**config.mk**
```make
export PLATFORM = sky130hd
export DESIGN_NAME = cyc_therm_enc
export DESIGN_NICKNAME = d
export VERILOG_FILES = /design/src/rtl/cte_pkg.sv /design/src/rtl/cte_edge_detect.sv /design/src/rtl/cte_onehot_rom.sv /design/src/rtl/cte_fold_merge.sv /design/src/rtl/cyc_therm_enc.sv
export SDC_FILE = /design/constraint.sdc
export NUM_CORES = 1
export LEC_CHECK = 0
export CAP_MARGIN = 40
export CELL_PAD_IN_SITES_DETAIL_PLACEMENT = 0
export CELL_PAD_IN_SITES_GLOBAL_PLACEMENT = 1
export CORE_UTILIZATION = 43
export CTS_BUF_LIST = sky130_fd_sc_hd__clkbuf_4 sky130_fd_sc_hd__clkbuf_8 sky130_fd_sc_hd__clkbuf_16
export DETAILED_ROUTE_END_ITERATION = 6
export PLACE_DENSITY_LB_ADDON = 0.1
export SKIP_LAST_GASP = 1
export SLEW_MARGIN = 20
export SYNTH_ARGS = -nofsm -noshare
export SYNTH_HDL_FRONTEND = slang
export SYNTH_SLANG_ARGS = --single-unit
```
**constraint.sdc**
```tcl
create_clock -name clk -period 3.43 [get_ports clk]
set_input_delay 1.029 -clock clk [delete_from_list [all_inputs] [get_ports clk]]
set_output_delay 1.029 -clock clk [all_outputs]
set_load 0.03 [all_outputs]
```
**src/rtl/cte_pkg.sv**
```systemverilog
package cte_pkg;

  // population count of a bit vector padded to 64 bits
  function automatic int unsigned cte_ones(input logic [63:0] v);
    int unsigned n;
    n = 0;
    for (int k = 0; k < 64; k++) n = n + 32'(v[k]);
    return n;
  endfunction

endpackage

```
**src/rtl/cte_edge_detect.sv**
```systemverilog
module cte_edge_detect #(
  parameter int FINE_W = 32
) (
  input  logic                  clk,
  input  logic                  rst,
  input  logic                  strobe,
  input  logic [FINE_W-1:0]     therm,
  output logic [2*FINE_W-1:0]   hot
);
  logic [FINE_W-1:0] fall_w;
  logic [FINE_W-1:0] rise_w;

  for (genvar gi = 0; gi < FINE_W; gi++) begin : g_win
    logic lft, rgt;
    // neighbours past either end read the inverted opposite end
    if (gi == 0) begin : g_lo
      assign lft = ~therm[FINE_W-1];
    end else begin : g_lo
      assign lft = therm[gi-1];
    end
    if (gi == FINE_W-1) begin : g_hi
      assign rgt = ~therm[0];
    end else begin : g_hi
      assign rgt = therm[gi+1];
    end
    // the strobe is the fourth term of each window: capture only on advance
    assign fall_w[gi] = strobe &  lft &  therm[gi] & ~rgt;
    assign rise_w[gi] = strobe & ~lft & ~therm[gi] &  rgt;
  end

  always_ff @(posedge clk) begin
    if (rst)         hot <= '0;
    else if (strobe) hot <= {rise_w, fall_w};
  end
endmodule

```
**src/rtl/cte_onehot_rom.sv**
```systemverilog
module cte_onehot_rom #(
  parameter int HOT_W   = 64,
  parameter int FCODE_W = 6
) (
  input  logic [HOT_W-1:0]   hot,
  output logic [FCODE_W-1:0] code,
  output logic               bad
);
  logic seen, multi;

  // each set line ORs its own index into the code, as a ROM row would
  always_comb begin
    code  = '0;
    seen  = 1'b0;
    multi = 1'b0;
    for (int j = 0; j < HOT_W; j++) begin
      if (hot[j]) begin
        code  = code | FCODE_W'(j);
        multi = multi | seen;
        seen  = 1'b1;
      end
    end
    bad = multi | ~seen;
  end
endmodule

```
**src/rtl/cte_fold_merge.sv**
```systemverilog
module cte_fold_merge #(
  parameter int FCODE_W = 6,
  parameter int FOLD_W  = 3
) (
  input  logic                       clk,
  input  logic                       rst,
  input  logic                       strobe,
  input  logic                       vld_in,
  input  logic [FOLD_W-1:0]          fold,
  input  logic [FCODE_W-1:0]         code,
  input  logic                       bad,
  output logic                       vld_out,
  output logic [FOLD_W+FCODE_W-1:0]  word,
  output logic                       err
);
  logic [FCODE_W-1:0] last_good;
  logic [FCODE_W-1:0] use_code;
  logic [FCODE_W-1:0] fine_adj;

  assign use_code = bad ? last_good : code;
  assign fine_adj = fold[0] ? ~use_code : use_code;

  always_ff @(posedge clk) begin
    if (rst) begin
      last_good <= '0;
      word      <= '0;
      err       <= 1'b0;
      vld_out   <= 1'b0;
    end else if (strobe) begin
      vld_out <= vld_in;
      if (vld_in) begin
        word <= {fold, fine_adj};
        err  <= bad;
        if (!bad) last_good <= code;
      end
    end
  end
endmodule

```
**src/rtl/cyc_therm_enc.sv**
```systemverilog
module cyc_therm_enc #(
  parameter int FINE_W   = 32,
  parameter int COARSE_W = 6
) (
  input  logic                                                          clk,
  input  logic                                                          rst,
  input  logic                                                          in_valid,
  output logic                                                          in_ready,
  input  logic [FINE_W-1:0]                                             fine_in,
  input  logic [COARSE_W-1:0]                                           coarse_in,
  output logic                                                          out_valid,
  input  logic                                                          out_ready,
  output logic [$clog2(COARSE_W+1)+$clog2(2*FINE_W)-1:0]                out_word,
  output logic                                                          out_err
);
  import cte_pkg::*;

  localparam int HOT_W   = 2 * FINE_W;
  localparam int FCODE_W = $clog2(HOT_W);
  localparam int FOLD_W  = $clog2(COARSE_W + 1);

  logic                  adv;
  logic                  v1, v2;
  logic [FINE_W-1:0]     fine_q;
  logic [COARSE_W-1:0]   coarse_q;
  logic [FOLD_W-1:0]     fold_q;
  logic [HOT_W-1:0]      hot_q;
  logic [FCODE_W-1:0]    code_c;
  logic                  bad_c;

  // one advance for every stage keeps both paths at equal depth
  assign adv      = ~out_valid | out_ready;
  assign in_ready = adv;

  always_ff @(posedge clk) begin
    if (rst) begin
      v1       <= 1'b0;
      v2       <= 1'b0;
      fine_q   <= '0;
      coarse_q <= '0;
      fold_q   <= '0;
    end else if (adv) begin
      v1       <= in_valid;
      v2       <= v1;
      fine_q   <= fine_in;
      coarse_q <= coarse_in;
      fold_q   <= FOLD_W'(cte_ones({{(64-COARSE_W){1'b0}}, coarse_q}));
    end
  end

  cte_edge_detect #(.FINE_W(FINE_W)) u_detect (
    .clk    (clk),
    .rst    (rst),
    .strobe (adv),
    .therm  (fine_q),
    .hot    (hot_q)
  );

  cte_onehot_rom #(.HOT_W(HOT_W), .FCODE_W(FCODE_W)) u_rom (
    .hot  (hot_q),
    .code (code_c),
    .bad  (bad_c)
  );

  cte_fold_merge #(.FCODE_W(FCODE_W), .FOLD_W(FOLD_W)) u_merge (
    .clk     (clk),
    .rst     (rst),
    .strobe  (adv),
    .vld_in  (v2),
    .fold    (fold_q),
    .code    (code_c),
    .bad     (bad_c),
    .vld_out (out_valid),
    .word    (out_word),
    .err     (out_err)
  );
endmodule

```
==> flow_summary.json <==
{
  "initial_core_util_pct": 44.42,
  "fp.coreArea_mm2": 0.01335,
  "gp_congestion": 0.9790,
  "synthesis.nets": 820,
  "path_buf_inv": 4,
  "place.port_buffers": 53,
  "htree_num_levels": 4,
  "grt_max_degree": 168,
  "ys.flop_type": "dfxtp_1",
  "maxCapViolCount": 0,
  "p_per_area_mw_per_mm2": 507.6,
  "clk_latency_ps": 420,
  "cts_buffer_depth": 2,
  "dieArea_mm2": 0.01426,
  "synth-simple-area-share_pct": 32.73,
  "drv_slew": 0,
  "top_level_ports": 54,
  "n_antenna_cell": 0,
  "endpoint_kind": "register",
  "dp_cells": 1053,
  "antenna_found_initial": 0,
  "worstPathRequired_ps": 3790,
  "skew_ps": 9.774,
  "grtUsageTotal_pct": 28.15,
  "hpwl_um": 14190,
  "multiInputGateArea_mm2": 0.003400,
  "cp_common_cell": "buf_4",
  "numCtsBuffers": 17,
  "finalSetupViolations": 0,
  "layout_min_cycle_time_ps": 3396,
  "drc_errors": 0,
  "worst_slack_ps": 33.90,
  "postCtsHoldBufs": 0,
  "total_leakage_power_nw": 3.247,
  "slowest_delay_ps": 710,
  "cts_num_sinks": 124,
  "synth-xor-area-share_pct": 0,
  "cts_tree": "built",
  "vdd_ir_drop_max_uv": 389.1,
  "critPathKind": "register to register",
  "area_delta_synth_final_pct": 35.47,
  "fmax_mhz": 294.5,
  "crit_path_start_kind": "register",
  "wl_um": 19430,
  "utilization_pct": 60.18,
  "cp.arrival_ps": 3750,
  "path_cells": "a2111oi_0 -> o21ai_1 -> a2111o_1 -> a2111oi_4 -> buf_4 -> and4_1 -> buf_4 -> nand4_1 -> buf_4 -> buf_4 -> o21ai_0 -> or3_1",
  "die_w_um": 119.4,
  "synth-seq-cells": 124,
  "via_per_inst": 5.795,
  "place_ws_ps": -51.35,
  "vias": 6299,
  "overflow": 0,
  "rsz0062_at_grt": "true",
  "hold_path_class": "register to register",
  "synth_compound_area_share_pct": 20.00,
  "ff_latch_area_mm2": 0.002482,
  "synthArstFlopShare_pct": 0,
  "yosys_warnings": 0,
  "relSlewSlack_pct": 51.33,
  "drive_gt1_share_pct": 18.33,
  "ys_seq_area_share_pct": 41.87,
  "finalNonFillerCells": 1087,
  "crit_fanout": 8,
  "slowest_stage": "a2111oi_0",
  "synth_cells": 774,
  "synth_top_family_by_area": "simple AND/OR/NAND/NOR gates",
  "synthMuxAreaShare_pct": 0.1688,
  "syn_area_mm2": 0.005929,
  "hold_viol": 0,
  "postSynthAreaPerCell_um2": 7.661,
  "grt_pass1_wl_um": 30900,
  "synth_edf_count": 0,
  "grt_pass1_vias": 5800,
  "critical-path-top-delay-family": "compound AO/OA/AOI/OAI gates",
  "clk_pin_slew_ps": 60,
  "synth_cell_types": 61,
  "post-route-period-util_pct": 99.01,
  "avgRoutedWirePerCell_um": 17.88,
  "status": "completed",
  "synth_fa_ha_area_share_pct": 1.562,
  "die_h_um": 119.4,
  "first_iter_violations": 515,
  "cts_root_buffer": "clkbuf_16",
  "worstMarginPinSlew_ps": 711.7,
  "num_rows": 42,
  "fill_cells": 1258,
  "layout.nets": 945,
  "drt-pass1-iter-count": 5,
  "ant_nets": 0
}
## layout by cell type, fill, tap and decap left out, types with 4 or more instances in the layout
master	n
clkbuf_16	17
nor3_1	76
o211ai_1	4
nor4_4	5
a31oi_1	12
nand4_1	7
inv_1	7
o31ai_1	6
buf_4	96
or3_1	12
nor4_1	17
a211oi_1	6
o21ai_0	9
clkdlybuf4s50_1	52
nor4_2	4
or2_2	5
a22oi_1	31
dfxtp_1	124
nand3_1	14
nor2_1	80
and3_1	4
nand2_1	145
o2111ai_1	4
a21oi_1	85
nor2b_1	7
## Yosys cell counts (6+ instances only)
master,number,area share [%]
nor2_1,80,5.1
buf_1,6,0.38
o2111ai_1,6,0.89
a211oi_1,6,0.76
nor3_1,77,6.5
clkbuf_1,35,2.2
or3_1,13,1.4
o21ai_0,9,0.76
nor4_1,21,2.2
inv_1,7,0.44
nor2b_1,8,0.84
a21oi_1,85,7.2
a31oi_1,12,1.3
o31ai_1,8,1.0
nand4_1,7,0.74
nand2_1,145,9.2
nand3_1,14,1.2
a22oi_1,31,3.9
dfxtp_1,124,42
## final timing paths
| path | startpoint | end | slack [ps] | cells past startpoint |
|---|---|---|---|---|
| min | v1 | v2 | 450 | 2 |
| max | u_detect.hot[0] | u_merge.word[4] | 30 | 12 |
| min reg2reg | v1 | v2 | 450 | 2 |
| max reg2reg | u_detect.hot[0] | u_merge.word[4] | 30 | 12 |
## logic make-up (layout without fill, tap and decap cells)
kind of cell	after synthesis	count (layout)
compound gates	186	186
fa+ha+maj	6	6
buf+inv	54	191
flops	124	124
mux	1	1
simple gates	403	403
## per-stage QoR
stage	TNS [ps]	total power, mW	hold slack (ps)	cell area [um^2]
after detailed placement	-237.2	2.237	442.9	7243
after global placement	-323.2	2.228	440.3	7243
after floorplan	0	1.960	431.9	5929
after global routing	-31.43	4.250	466.5	8033
after CTS	0	4.058	447.5	7861
final	0	4.077	447.2	8033
## power by group
| part | switching [mW] | leakage, nW | total, mW | internal [mW] |
|---|---|---|---|---|
| clock | 0.667 | 0.285 | 1.81 | 1.14 |
| sequential | 0.0855 | 1.01 | 1.59 | 1.50 |
| combinational | 0.366 | 1.95 | 0.683 | 0.316 |
| total | 1.12 | 3.25 | 4.08 | 2.96 |
## worst register-to-register path, stage by stage (launching register included)
cell and delay [ps]:
dfxtp_1 460, a2111oi_0 720, o21ai_1 170, a2111o_1 350, a2111oi_4 350, buf_4 160, and4_1 180, buf_4 160
nand4_1 130, buf_4 160, buf_4 120, o21ai_0 230, or3_1 150
## layer usage
layer  global-route usage [%]  wire length [um]  vias to the layer above
met2                    42.48              8817                      235
met3                    7.759              1335                       24
li1                         -                 -                     3075
met4                    8.828               323                        0
met1                    38.79              8955                     2965
met5                        0                 0                        -
## layout make-up
class / instances / share of cell area (%)
sequential: 124 / 30.90
clock buffer: 17 / 5.296
multi-input combinational: 596 / 42.32
tap: 176 / 2.741
timing repair buffer: 152 / 16.23
clock inverter: 14 / 2.134
inverter: 8 / 0.3738
## state kept, by name, indices dropped and copies added, names as in the netlist
name	count
fold_q	3
u_detect.hot	64
u_merge.err	1
u_merge.word	9
coarse_q	6
u_merge.last_good	6
v1	1
v2	1
fine_q	32
u_merge.vld_out	1
## what timing repair did
action                                  CTS  global route
pin swaps                                 0             8
endpoints found under the setup margin   10            13
resized for setup                         5            24
setup buffers                             0             4
(Power assumes the default switching activity.)
